$ cat src/rtl/fp_tag_stack_pkg.sv
// Shared types for the floating-point register stack.
// Assumes: the tag code points are fixed by neighbouring decode logic.
package fp_tag_stack_pkg;

    typedef enum logic [1:0] {
        TAG_VALID   = 2'b00,
        TAG_ZERO    = 2'b01,
        TAG_SPECIAL = 2'b10,
        TAG_EMPTY   = 2'b11
    } tag_e;

endpackage

$ cat src/rtl/fp_tag_classify.sv
// Classifies a floating-point value into a stack tag.
// Assumes: value = {sign, exponent[EXP_W], fraction[FRAC_W]}.
module fp_tag_classify #(
    parameter int EXP_W  = 8,
    parameter int FRAC_W = 23,
    localparam int DATA_W = 1 + EXP_W + FRAC_W
) (
    input  logic [DATA_W-1:0]        value,
    output fp_tag_stack_pkg::tag_e   tag
);
    import fp_tag_stack_pkg::*;

    logic [EXP_W-1:0]  exp_f;
    logic [FRAC_W-1:0] frac_f;

    assign exp_f  = value[FRAC_W +: EXP_W];
    assign frac_f = value[FRAC_W-1:0];

    // Purpose: map exponent/fraction patterns onto the tag code.
    always_comb begin
        if (&exp_f)
            tag = TAG_SPECIAL;
        else if (exp_f == '0)
            tag = (frac_f == '0) ? TAG_ZERO : TAG_SPECIAL;
        else
            tag = TAG_VALID;
    end
endmodule

$ cat src/rtl/fp_tag_ctrl.sv
// Decision logic: resolves stack names to physical slots, detects
// overflow/underflow and decides which updates are allowed this cycle.
// Assumes: DEPTH is a power of two so pointer arithmetic wraps naturally.
module fp_tag_ctrl #(
    parameter int DEPTH = 8,
    localparam int PTR_W = $clog2(DEPTH)
) (
    input  logic [2*DEPTH-1:0] tag_word,
    input  logic [PTR_W-1:0]   top,
    input  logic               push_en,
    input  logic               rd_en,
    input  logic [PTR_W-1:0]   rd_idx,
    input  logic               wr_en,
    input  logic [PTR_W-1:0]   wr_idx,
    input  logic [1:0]         pop_cnt,
    output logic [PTR_W-1:0]   push_slot,
    output logic [PTR_W-1:0]   rd_slot,
    output logic [PTR_W-1:0]   wr_slot,
    output logic [PTR_W-1:0]   st0_slot,
    output logic [PTR_W-1:0]   st1_slot,
    output logic               do_push,
    output logic               do_write,
    output logic               do_pop1,
    output logic               do_pop2,
    output logic               fault_now,
    output logic               active
);
    import fp_tag_stack_pkg::*;

    logic want_pop1, want_pop2, overflow, underflow;

    function automatic logic slot_empty(input logic [2*DEPTH-1:0] tw,
                                        input logic [PTR_W-1:0] s);
        return tw[int'(s)*2 +: 2] == TAG_EMPTY;
    endfunction

    // Purpose: translate stack-relative names into physical slots.
    always_comb begin
        push_slot = top - PTR_W'(1);
        rd_slot   = top + rd_idx;
        wr_slot   = top + wr_idx;
        st0_slot  = top;
        st1_slot  = top + PTR_W'(1);
    end

    // Purpose: fault detection and gating of every state update.
    always_comb begin
        want_pop1 = (pop_cnt != 2'd0);
        want_pop2 = pop_cnt[1];
        overflow  = push_en && !slot_empty(tag_word, push_slot);
        underflow = !push_en &&
                    ((rd_en     && slot_empty(tag_word, rd_slot))  ||
                     (want_pop1 && slot_empty(tag_word, st0_slot)) ||
                     (want_pop2 && slot_empty(tag_word, st1_slot)));
        fault_now = overflow || underflow;
        do_push   = push_en && !overflow;
        do_write  = !push_en && wr_en && !underflow;
        do_pop1   = !push_en && want_pop1 && !underflow;
        do_pop2   = !push_en && want_pop2 && !underflow;
        active    = push_en || rd_en || wr_en || want_pop1;
    end
endmodule

$ cat src/rtl/fp_tag_regs.sv
// Physical register file with one tag per slot. Tags are computed from
// the incoming value; pops override writes to the same slot.
// Assumes: do_push excludes do_write/do_pop* (guaranteed by fp_tag_ctrl).
module fp_tag_regs #(
    parameter int DEPTH  = 8,
    parameter int EXP_W  = 8,
    parameter int FRAC_W = 23,
    localparam int DATA_W = 1 + EXP_W + FRAC_W,
    localparam int PTR_W  = $clog2(DEPTH)
) (
    input  logic               clk,
    input  logic               rst_n,
    input  logic               do_push,
    input  logic [PTR_W-1:0]   push_slot,
    input  logic [DATA_W-1:0]  push_value,
    input  logic               do_write,
    input  logic [PTR_W-1:0]   wr_slot,
    input  logic [DATA_W-1:0]  wr_value,
    input  logic               do_pop1,
    input  logic [PTR_W-1:0]   st0_slot,
    input  logic               do_pop2,
    input  logic [PTR_W-1:0]   st1_slot,
    input  logic [PTR_W-1:0]   rd_slot,
    output logic [DATA_W-1:0]  rd_value,
    output logic [1:0]         rd_tag,
    output logic [2*DEPTH-1:0] tag_word
);
    import fp_tag_stack_pkg::*;

    logic [DATA_W-1:0] mem  [DEPTH];
    tag_e              tags [DEPTH];
    tag_e              push_tag, wr_tag;

    fp_tag_classify #(.EXP_W(EXP_W), .FRAC_W(FRAC_W)) u_cls_push (
        .value (push_value),
        .tag   (push_tag)
    );

    fp_tag_classify #(.EXP_W(EXP_W), .FRAC_W(FRAC_W)) u_cls_wr (
        .value (wr_value),
        .tag   (wr_tag)
    );

    // Purpose: value storage; no reset, emptiness is tracked by tags.
    always_ff @(posedge clk) begin
        for (int k = 0; k < DEPTH; k++) begin
            if (do_push && push_slot == PTR_W'(k))
                mem[k] <= push_value;
            else if (do_write && wr_slot == PTR_W'(k))
                mem[k] <= wr_value;
        end
    end

    // Purpose: tag update; pops win over a same-cycle write to the slot.
    always_ff @(posedge clk) begin
        for (int k = 0; k < DEPTH; k++) begin
            if (!rst_n)
                tags[k] <= TAG_EMPTY;
            else if (do_pop1 && st0_slot == PTR_W'(k))
                tags[k] <= TAG_EMPTY;
            else if (do_pop2 && st1_slot == PTR_W'(k))
                tags[k] <= TAG_EMPTY;
            else if (do_push && push_slot == PTR_W'(k))
                tags[k] <= push_tag;
            else if (do_write && wr_slot == PTR_W'(k))
                tags[k] <= wr_tag;
        end
    end

    // Purpose: pack per-slot tags into the flat tag word.
    for (genvar g = 0; g < DEPTH; g++) begin : g_pack
        assign tag_word[2*g +: 2] = tags[g];
    end

    // Purpose: combinational read port.
    assign rd_value = mem[rd_slot];
    assign rd_tag   = tags[rd_slot];
endmodule

$ cat src/rtl/fp_tag_stack.sv
// Top of the floating-point register stack: owns the top pointer and
// the condition flag, and joins the decision logic to the register file.
// Assumes: one operation per cycle; DEPTH a power of two >= 2.
module fp_tag_stack #(
    parameter int EXP_W  = 8,
    parameter int FRAC_W = 23,
    parameter int DEPTH  = 8,
    localparam int DATA_W = 1 + EXP_W + FRAC_W,
    localparam int PTR_W  = $clog2(DEPTH)
) (
    input  logic               clk,
    input  logic               rst_n,
    input  logic               push_en,
    input  logic [DATA_W-1:0]  push_value,
    input  logic               rd_en,
    input  logic [PTR_W-1:0]   rd_idx,
    output logic [DATA_W-1:0]  rd_value,
    output logic [1:0]         rd_tag,
    input  logic               wr_en,
    input  logic [PTR_W-1:0]   wr_idx,
    input  logic [DATA_W-1:0]  wr_value,
    input  logic [1:0]         pop_cnt,
    output logic [PTR_W-1:0]   top_ptr,
    output logic [2*DEPTH-1:0] tag_word,
    output logic               c1,
    output logic               fault
);
    logic [PTR_W-1:0] push_slot, rd_slot, wr_slot, st0_slot, st1_slot;
    logic do_push, do_write, do_pop1, do_pop2, fault_now, active;

    fp_tag_ctrl #(.DEPTH(DEPTH)) u_ctrl (
        .tag_word  (tag_word),
        .top       (top_ptr),
        .push_en   (push_en),
        .rd_en     (rd_en),
        .rd_idx    (rd_idx),
        .wr_en     (wr_en),
        .wr_idx    (wr_idx),
        .pop_cnt   (pop_cnt),
        .push_slot (push_slot),
        .rd_slot   (rd_slot),
        .wr_slot   (wr_slot),
        .st0_slot  (st0_slot),
        .st1_slot  (st1_slot),
        .do_push   (do_push),
        .do_write  (do_write),
        .do_pop1   (do_pop1),
        .do_pop2   (do_pop2),
        .fault_now (fault_now),
        .active    (active)
    );

    fp_tag_regs #(.DEPTH(DEPTH), .EXP_W(EXP_W), .FRAC_W(FRAC_W)) u_regs (
        .clk        (clk),
        .rst_n      (rst_n),
        .do_push    (do_push),
        .push_slot  (push_slot),
        .push_value (push_value),
        .do_write   (do_write),
        .wr_slot    (wr_slot),
        .wr_value   (wr_value),
        .do_pop1    (do_pop1),
        .st0_slot   (st0_slot),
        .do_pop2    (do_pop2),
        .st1_slot   (st1_slot),
        .rd_slot    (rd_slot),
        .rd_value   (rd_value),
        .rd_tag     (rd_tag),
        .tag_word   (tag_word)
    );

    // Purpose: move the top pointer on accepted pushes and pops.
    always_ff @(posedge clk) begin
        if (!rst_n)
            top_ptr <= '0;
        else if (do_push)
            top_ptr <= top_ptr - PTR_W'(1);
        else if (do_pop2)
            top_ptr <= top_ptr + PTR_W'(2);
        else if (do_pop1)
            top_ptr <= top_ptr + PTR_W'(1);
    end

    // Purpose: condition flag and fault pulse.
    always_ff @(posedge clk) begin
        if (!rst_n) begin
            c1    <= 1'b0;
            fault <= 1'b0;
        end else begin
            fault <= fault_now;
            if (active)
                c1 <= fault_now;
        end
    end
endmodule

$ cat config.mk
export PLATFORM = sky130hd
export DESIGN_NAME = fp_tag_stack
export DESIGN_NICKNAME = d
export VERILOG_FILES = /design/src/rtl/fp_tag_stack_pkg.sv /design/src/rtl/fp_tag_classify.sv /design/src/rtl/fp_tag_ctrl.sv /design/src/rtl/fp_tag_regs.sv /design/src/rtl/fp_tag_stack.sv
export SDC_FILE = /design/constraint.sdc
export NUM_CORES = 1
export LEC_CHECK = 0
export ABC_AREA = 1
export BUFFER_PORTS_ARGS = -buffer_cell sky130_fd_sc_hd__buf_4
export CAP_MARGIN = 20
export CORE_MARGIN = 5
export CORE_UTILIZATION = 35
export CTS_BUF_LIST = sky130_fd_sc_hd__clkbuf_8
export DETAILED_ROUTE_END_ITERATION = 16
export GPL_TIMING_DRIVEN = 0
export HOLD_SLACK_MARGIN = 0.02
export PLACE_DENSITY_LB_ADDON = 0.15
export SLEW_MARGIN = 10
export SYNTH_ARGS = -nofsm -noshare
export SYNTH_HDL_FRONTEND = slang
export SYNTH_SLANG_ARGS = --single-unit
$ cat constraint.sdc
create_clock -name clk -period 4.7 [get_ports clk]
set_clock_uncertainty 0.2 [all_clocks]
set_input_delay 0.705 -clock clk [delete_from_list [all_inputs] [get_ports clk]]
set_output_delay 0.705 -clock clk [all_outputs]
set_load 0.05 [all_outputs]
Word-level counts from Yosys, hierarchy flattened:

Memories as Yosys holds them, arrays and structs flattened.
Cells that the tools add are included.

* flip-flop bits (word level): 5
* bits in latches: 0
* memory bits (writable): 272
* bits in read-only memories: 0
* bits of input ports: 77
* output and inout bits: 55
* logic and storage cells: 390
* memories: 2

Memory list
* u_regs.mem: words 8, width 32, read ports 1, clocked after Yosys merged registers in 0, write ports 1, RTL line fp_tag_regs.sv:30 `logic [DATA_W-1:0] mem [DEPTH];`
* u_regs.tags: words 8, width 2, read ports 9, clocked after Yosys merged registers in 0, write ports 8, RTL line fp_tag_regs.sv:31 `tag_e tags [DEPTH];`

* $add $sub $neg: 5
* multiply operators: 0
* div/mod/pow operators: 0
* $lt $le $gt $ge: 0
* equality and inequality tests: 32
* shift operators: 4
* muxes and demuxes: 231
* bitwise logic cells: 40
* reductions and logical operators: 73

Operators by type and width (count)
* 32-bit 2-to-1 mux: 15
* 32-bit OR reduction: 7
* 1-bit 2-to-1 mux: 168
* 2-bit 2-to-1 mux: 38
* 16-bit by 5-bit variable part select with 2-bit output: 4
* 3-bit equality test, second input constant: 16
* 23-bit zero test: 2
* 1-bit logical AND: 44
* 1-bit bitwise OR: 40
* 3-bit 2-to-1 mux: 10
* 3-bit by 2-bit equality test with 1-bit output, second input constant: 8
* 8-bit zero test: 2
* 8-bit AND reduction: 2
* 3-bit by 1-bit equality test with 1-bit output, second input constant: 4
* 3-bit zero test: 4
* 2-bit equality test, second input constant: 4
* 3-bit adder: 2
* 1-bit logical OR: 6
* 1-bit zero test: 4
* 3-bit by 1-bit adder with 3-bit output, second input constant: 1
* 3-bit by 2-bit adder with 3-bit output, second input constant: 1
* 3-bit nonzero test: 1
* 3-bit by 1-bit subtractor with 3-bit output, second input constant: 1
* 2-bit nonzero test: 1

Depth between registers and ports, before layout:

Gate-level depths: netlist (run 1).

* word-level depth: 22
* gate-level depth with buffers: 18
* mapped depth without buffers: 17

Cells and area by module:

From an unflattened synthesis (run 1), not the netlist that was laid out.

* cell total of the unflattened synthesis: 1840
* area total of the unflattened synthesis: 15912.8 um2

By module, submodules not included
* fp_tag_regs: instances 1, cells each 1610, area an instance 14685.3 um2, seq. area each 8167.8 um2
* fp_tag_ctrl: instances 1, cells each 113, area an instance 638.1 um2, seq. area each 0.0 um2
* fp_tag_classify: instances 2, cells each 39, area an instance 157.7 um2, seq. area each 0.0 um2
* fp_tag_stack: instances 1, cells each 39, area an instance 274.0 um2, seq. area each 100.1 um2

Least setup slack after synthesis (run 1):

Ideal clock, no wire load.

* kind: register -> register
* start: register top_ptr[1]
* end: memory u_regs.mem[5][0] (netlist name) (enable)
* library setup time: 0.390 ns
* arrival time: 3.910 ns
* required time: 4.110 ns
* path slack: 0.201 ns
* cell stages (with the launch flop): 15
* path buffers: 1
* period minus slack after synthesis: 4.499 ns
* cell sequence: dfxtp_1 > inv_1 > fa_1 > inv_1 > nand3_1 > nand2_1 > inv_1 > nand2_1 > nand2_1 > nand3_2 > nand4_4 > nor2_4 > buf_6 > inv_1 > nand2_1

* longest elaborated chain between the ends: 22
* elaborated cells between the ends (all ways): 125
* those cells by class: add/sub: 4; eq/ne: 18; shift: 4; mux: 54; bitwise: 8; reduce/logical: 37

RTL lines
* start: declaration: RTL line fp_tag_stack.sv:23 `output logic [PTR_W-1:0] top_ptr,`
* start signal: assignment: RTL line fp_tag_stack.sv:77 `top_ptr <= top_ptr - PTR_W'(1);`
* start signal: assignment: RTL line fp_tag_stack.sv:79 `top_ptr <= top_ptr + PTR_W'(2);`
* start signal: assignment: RTL line fp_tag_stack.sv:81 `top_ptr <= top_ptr + PTR_W'(1);`
* 3-bit adder: RTL line fp_tag_ctrl.sv:40 `rd_slot = top + rd_idx;`
* 16-bit by 5-bit variable part select with 2-bit output: RTL line fp_tag_ctrl.sv:34 `return tw[int'(s)*2 +: 2] == TAG_EMPTY;`
* 2-bit equality test: RTL line fp_tag_ctrl.sv:34
* 1-bit logical AND: RTL line fp_tag_ctrl.sv:52 `((rd_en && slot_empty(tag_word, rd_slot)) ||`
* 1-bit logical OR: RTL line fp_tag_ctrl.sv:52
* 1-bit logical OR: RTL line fp_tag_ctrl.sv:53 `(want_pop1 && slot_empty(tag_word, st0_slot)) ||`
* 1-bit logical AND: RTL line fp_tag_ctrl.sv:51 `underflow = !push_en &&`
* 1-bit zero test: RTL line fp_tag_ctrl.sv:57 `do_write = !push_en && wr_en && !underflow;`
* 1-bit logical AND: RTL line fp_tag_ctrl.sv:57
* 1-bit logical AND: RTL line fp_tag_regs.sv:49 `else if (do_write && wr_slot == PTR_W'(k))`
* 1-bit 2-to-1 mux: RTL line fp_tag_regs.sv:49
* 1-bit 2-to-1 mux: RTL line fp_tag_regs.sv:47 `if (do_push && push_slot == PTR_W'(k))`
* 1-bit 2-to-1 mux (not written as such): RTL line fp_tag_regs.sv:50 `mem[k] <= wr_value;`
* 1-bit bitwise OR (no source line)
* 32-bit OR reduction (no source line)
* 3-bit 2-to-1 mux (no source line) or 1-bit 2-to-1 mux (tied branches) (7 in series)
* end: declaration: RTL line fp_tag_regs.sv:30

Several ways; a longest one is shown, not always the timed one.

Worst setup path after layout (run 1):

* start: register top_ptr[0]
* end: output port rd_value[21]

* longest elaborated chain between the ends: 2

RTL lines
* 3-bit adder: RTL line fp_tag_ctrl.sv:40
* memory read 8 x 32 bit
* end: declaration: RTL line fp_tag_stack.sv:17 `output logic [DATA_W-1:0] rd_value,`

Every way passes these cells.

==> results.json, run 1 <==
{
  "crit_chain": "ha_1 > inv_1 > fa_1 > inv_1 > clkbuf_2 > clkbuf_2 > o21ai_0 > o22ai_1 > nor2_1 > a31oi_1 > buf_4",
  "cts_made_buffers": 52,
  "cp_max_fo": 10,
  "r2r_end": "u_regs.mem[1][18]",
  "grt_usage_pct": 23.0,
  "cts.sinks": 277,
  "synth-seq-cells": 277,
  "slowest_delay_ns": 0.55,
  "area_growth_pct": 16.9,
  "cts_tree": "done",
  "ys_top_cells_by_area": "edfxtp_1, nand2_1, o21ai_0",
  "reg2reg_depth": 16,
  "finalSetupViolations": 0,
  "cpMaxStageDelayCell": "fa_1",
  "syn_nets": 1885,
  "synth_top_cell_area_share_pct": 53.3,
  "criticalPathCategory": "flop to output pin",
  "hp-class": "input pin to flop",
  "slew_violations": 0,
  "portBuffers": 99,
  "dieArea_mm2": 0.0481,
  "ys_seq_area_share_pct": 53.9,
  "dp_hpwl_mm": 39.1,
  "vias": 13738,
  "clock_latency_ns": 0.62,
  "cp.depth": 11,
  "layout-drive-gt1-share_pct": 14.8,
  "slew-limit-headroom_pct": 27.9,
  "synth_flop_cell": "edfxtp_1",
  "syn_area_mm2": 0.0153,
  "cts_root_buf": "clkbuf_8",
  "path_delay_family": "buffers and inverters",
  "timing.rr.start": "top_ptr[0]",
  "core_mm2": 0.0432,
  "drv_cap": 0,
  "finalInstanceArea_mm2": 0.0179,
  "critPathLaunch": "top_ptr[0]",
  "powerDensity_mw_per_mm2": 619,
  "wl_per_cell_um": 22.0,
  "grt_pass1_vias": 13381,
  "drcViolationCount": 0,
  "yosys.area.top_type": "edfxtp_1",
  "crit_required_ns": 3.80,
  "status": "finished, final reports clean",
  "fp.dieW_um": 219,
  "start_kind": "flop",
  "die_h_um": 219,
  "syn_avg_cell_area_um2": 8.54,
  "nets": 2045,
  "ys_warn_count": 0,
  "place_congestion": 0.874,
  "h-tree-depth": 2,
  "drt_iter0_drc": 1137,
  "power.leakage_uw": 0.00637,
  "drtPass1Iterations": 5,
  "antenna_found_initial": 0,
  "ys_types": 35,
  "layout_common_cells": "nand2_1, nor2_1, edfxtp_1, o21ai_0, o21ai_1",
  "cp.arrival_ns": 3.54,
  "final_antenna_net_count": 0,
  "path_clk_slew_ns": 0.05,
  "clk_path_buf_depth": 3,
  "rsz0062_at_grt": "no",
  "grt_max_degree": 28,
  "top_level_ports": 132,
  "vias_per_cell": 5.34,
  "endpoint": "rd_value[21]",
  "layout_commonest_cell": "nand2_1",
  "finalWirelength_mm": 56.7,
  "antenna_cells": 0,
  "max_freq_ghz": 0.225,
  "reg2reg_slack_ns": 0.63,
  "rows": 76,
  "ys_async_sr_fraction_pct": 0,
  "layout_min_cycle_time_ns": 4.45,
  "dpl_cell_area_mm2": 0.0170,
  "worst_ir_drop_vdd_uv": 266,
  "grt_pass1_wl_mm": 83.2,
  "pre_cts_ws_ns": -0.105,
  "gr-total-overflow": 0,
  "worstMarginPinSlew_ns": 1.08,
  "fin_crit_sh_pct": 94.7,
  "initial_core_util_pct": 35.5,
  "endpoint_kind": "output pin",
  "crit_buf_inv": 5,
  "fin_ws_ns": 0.251,
  "synth_edf_count": 272,
  "hold_violations": 0,
  "synth_cells": 1796
}
==> cell type report <==
class / count / area [um2]
Clock inverter: 35 / 144
Buffer: 143 / 835
Inverter: 83 / 318
Tap cell: 585 / 732
Clock buffer: 53 / 729
Fill cell: 4307 / 25300
Sequential cell: 277 / 8270
Multi-Input combinational cell: 1291 / 5950
Timing Repair Buffer: 108 / 933
==> worst min path at each step <==
stage               startpoint          to  slack (ns)  depth (start not counted)
floorplan                   c1          c1        0.51                          2
global placement            c1          c1        0.28                          2
detailed placement          c1          c1        0.29                          2
CTS                      wr_en          c1        0.14                          4
global route             rst_n  top_ptr[2]        0.17                          3
finish                   wr_en          c1        0.18                          4
==> through the flow <==
step / hold WS [ns] / TNS, ns / total power [uW] / utilization, % / std cells
4_1_cts: 0.138 / 0 / 11100 / 41.5 / 2574
6_report: 0.182 / 0 / 11100 / 41.5 / 2575
2_1_floorplan: 0.511 / 0 / 6980 / - / 1796
3_5_place_dp: 0.292 / -0.252 / 9010 / 39.4 / 2488
3_3_place_gp: 0.283 / -124.70 / 8910 / 38.9 / 2480
5_1_grt: 0.166 / 0 / 11700 / 41.5 / 2575
==> per-layer routing <==
layer	track usage (%)	up-vias	wire length, um
met5	0	-	0
met4	6.85	0	1530
met3	5.31	99	4280
met2	38.0	502	26800
met1	30.3	6635	24100
li1	-	6502	-
==> Yosys cell counts (2+ instances only) <==
master / n
ha_1: 10
nand2_1: 416
clkbuf_1: 68
nand3_1: 36
fa_1: 2
dfxtp_1: 5
edfxtp_1: 272
a21oi_1: 7
nor4_1: 10
or2_2: 7
inv_1: 79
buf_4: 4
nand4_1: 42
nor2_1: 286
o22ai_1: 32
o21ai_0: 261
buf_1: 6
buf_2: 40
o21ai_1: 128
nor2_4: 8
nor3_1: 4
inv_2: 2
buf_6: 27
nand2_2: 2
a31oi_1: 32
==> what timing repair did <==
item                       in CTS  in global routing
hold buffers                    0                  0
gates resized for setup        23                  5
buffers inserted                0                  1
setup endpoints to repair      32                 30
==> worst register-to-register path, cell delays in order (launching register included) <==
cell	delay [ns]
dfxtp_2	0.44
ha_1	0.18
inv_1	0.04
fa_1	0.55
inv_1	0.17
nand2_1	0.07
nor2_1	0.16
nor2_1	0.06
nand2_1	0.07
nand2_2	0.06
nand3_2	0.13
nand4_4	0.33
nor2_4	0.29
buf_6	0.21
inv_1	0.11
nand2_2	0.43
buf_16	0.24
==> power breakdown <==
part / total [uW] / leakage (uW) / internal, uW / switching (uW)
Sequential: 3270 / 0.00248 / 3160 / 108
Combinational: 5720 / 0.00337 / 1540 / 4180
Clock: 2100 / 0.000525 / 1040 / 1070
==> kinds of logic (layout without fill, tap and decap cells) <==
logic type	count (synthesis)	count (layout)	synth area share [%]
simple gates	815	815	21.9
buf+inv	228	422	7.34
compound gates	462	462	15.6
fa+ha+maj	12	12	1.08
xor+xnor	2	2	0.114
flops	277	277	53.9
==> registers in the layout, indices dropped and copies added (netlist names) <==
name	count
u_regs.tags	16
c1	1
fault	1
top_ptr	3
u_regs.mem	256
(Power assumes the default switching activity.)
==> inputs of run 2 (changes only) <==
- CELL_PAD_IN_SITES_DETAIL_PLACEMENT: unset -> 0
- CELL_PAD_IN_SITES_GLOBAL_PLACEMENT: unset -> 1
- clock period: 4.7 -> 4.2 ns (I/O delays scaled with it)
==> run 2 against run 1 <==
Net effect: via count rose by 0.82%; register-to-register slack got worse by 0.49 ns; die area stayed put; hold slack got worse by 0.094 ns; flip-flop and latch count unchanged; non-clock buffer count down 2; highest routed layer is now met5.
==> results.json, run 2 (synthesis results as in run 1) <==
{
  "dp_hpwl_mm": 39.0,
  "critPathLaunch": "top_ptr[0]",
  "fp.dieW_um": 219,
  "reg.largest.list": "u_regs.mem x256, u_regs.tags x16, top_ptr x3",
  "nets": 2043,
  "crit_required_ns": 3.37,
  "cp.arrival_ns": 3.25,
  "status": "finished, final reports clean",
  "power.total_uw": 12600,
  "rsz0062_at_grt": "yes",
  "grt_pass1_vias": 13581,
  "area_growth_pct": 17.3,
  "powerDensity_mw_per_mm2": 703,
  "finalInstanceArea_mm2": 0.0180,
  "dieArea_mm2": 0.0481,
  "vias_per_cell": 5.37,
  "rows": 76,
  "h-tree-depth": 2,
  "layout_min_cycle_time_ns": 4.08,
  "die_h_um": 219,
  "layout-drive-gt1-share_pct": 16.0,
  "final_antenna_net_count": 0,
  "crit_chain": "ha_1 > inv_1 > fa_2 > inv_2 > clkbuf_8 > clkbuf_2 > nor2_1 > o21ai_0 > a31oi_1 > buf_4",
  "finalSetupViolations": 0,
  "cts_made_buffers": 51,
  "antenna_cells": 0,
  "drcViolationCount": 0,
  "dpl_cell_area_mm2": 0.0169,
  "grt_pass1_wl_mm": 87.0,
  "min_from": "wr_en",
  "fin_setup_tns_ns": 0,
  "initial_core_util_pct": 35.5,
  "top_level_ports": 132,
  "place_congestion": 0.872,
  "hold_violations": 0,
  "max_freq_ghz": 0.245,
  "cts_root_buf": "clkbuf_8",
  "hold_path_depth": 4,
  "criticalPathCategory": "flop to output pin",
  "slowest_delay_ns": 0.62,
  "seq_area_mm2": 0.00828,
  "finalWirelength_mm": 58.4,
  "power.leakage_uw": 0.00639,
  "vias": 13851,
  "fin_crit_sh_pct": 97.1,
  "core_mm2": 0.0432,
  "clock_latency_ns": 0.63,
  "drv_cap": 0,
  "grt_max_degree": 33,
  "drt_iter0_drc": 1221,
  "nFillCells": 4493,
  "slew_violations": 0,
  "cts_tree": "done",
  "slew-limit-headroom_pct": 23.3,
  "wl_per_cell_um": 22.6,
  "cpMaxStageDelayCell": "fa_2",
  "cp.depth": 10,
  "cp_max_fo": 10,
  "multi_input_area_mm2": 0.00600,
  "layout_common_cells": "nand2_1, nor2_1, edfxtp_1, o21ai_0, o21ai_1",
  "cts.sinks": 277,
  "timing.rr.start": "top_ptr[2]",
  "crit_buf_inv": 5,
  "path_delay_family": "buffers and inverters",
  "worstMarginPinSlew_ns": 1.15,
  "start_kind": "flop",
  "largest_register_ffs": 256,
  "portBuffers": 99,
  "path_clk_slew_ns": 0.06,
  "largest_register": "u_regs.mem",
  "antenna_found_initial": 2,
  "cts.hold.buffers_added": 0,
  "hp-class": "input pin to flop",
  "reg2reg_slack_ns": 0.14,
  "layout_commonest_cell": "nand2_1",
  "reg2reg_depth": 14,
  "grt_usage_pct": 24.1,
  "clk_path_buf_depth": 3,
  "endpoint_kind": "output pin",
  "drtPass1Iterations": 5,
  "worst_ir_drop_vdd_uv": 299,
  "gr-total-overflow": 0
}
-- run 2: cell count changes in the layout (fill, tap and decap cells not counted), moves of 6 or more --
| cell | delta |
|---|---|
| clkbuf_1 | -13 |
| clkbuf_4 | +11 |
| inv_1 | -9 |
| clkinv_2 | +8 |
| buf_4 | +6 |
| nand2_2 | -6 |
| nand2_4 | +6 |
-- run 2: final timing paths --
check / end
worst min register to register: c1
worst max register to register: u_regs.mem[0][21]
worst min-delay path: c1
worst max-delay path: rd_value[28]
-- run 2: layout make-up --
cell class | instances | area share (%)
inverters | 83 | 1.79
multi-input cells | 1291 | 33.3
plain buffers | 143 | 4.99
repair inverters | 1 | 0.0417
flip-flops and latches | 277 | 46.0
clock buffers | 51 | 3.90
clock inverters | 43 | 1.31
well taps | 585 | 4.07
repair buffers | 106 | 4.54
-- run 2: where the power goes --
part	total, uW	switching, uW	internal, uW
sequential	3660	121	3540
combinational	6470	4720	1750
clock	2510	1250	1260
-- run 2: per-stage QoR --
stage | worst slack [ns] | utilization (%) | hold WS, ns | cells
after global routing | -0.0137 | 41.7 | 0.0947 | 2580
after floorplan | 0.0923 | - | 0.436 | 1796
after CTS | 0.00428 | 41.6 | 0.0453 | 2582
final | 0.121 | 41.7 | 0.0880 | 2580
after global placement | -0.882 | 39.0 | 0.292 | 2480
after detailed placement | -0.525 | 39.0 | 0.289 | 2481
-- run 2: metal layers --
layer / vias up / track usage (%) / wire length (um)
li1: 6506 / - / -
met1: 6716 / 33.0 / 25300
met2: 528 / 39.0 / 27300
met3: 99 / 4.91 / 4190
met4: 2 / 6.82 / 1600
met5: - / 0 / 6
-- run 2: timing repair --
item | in CTS | in global routing
setup endpoints to repair | 272 | 64
gates resized for setup | 59 | 17
buffers inserted | 6 | 0
gates cloned | 1 | 0
-- run 2: worst reg2reg max path, cell delays in order (launching register included) --
cell and delay (ns):
dfxtp_1 0.49, buf_4 0.25, inv_2 0.09, ha_1 0.27, clkbuf_1 0.35, inv_1 0.16
nand3_1 0.15, nand2_1 0.07, nand2_1 0.15, nand4_4 0.34, nor2_4 0.24, buf_6 0.21
nor2_1 0.10, inv_2 0.41, buf_16 0.24
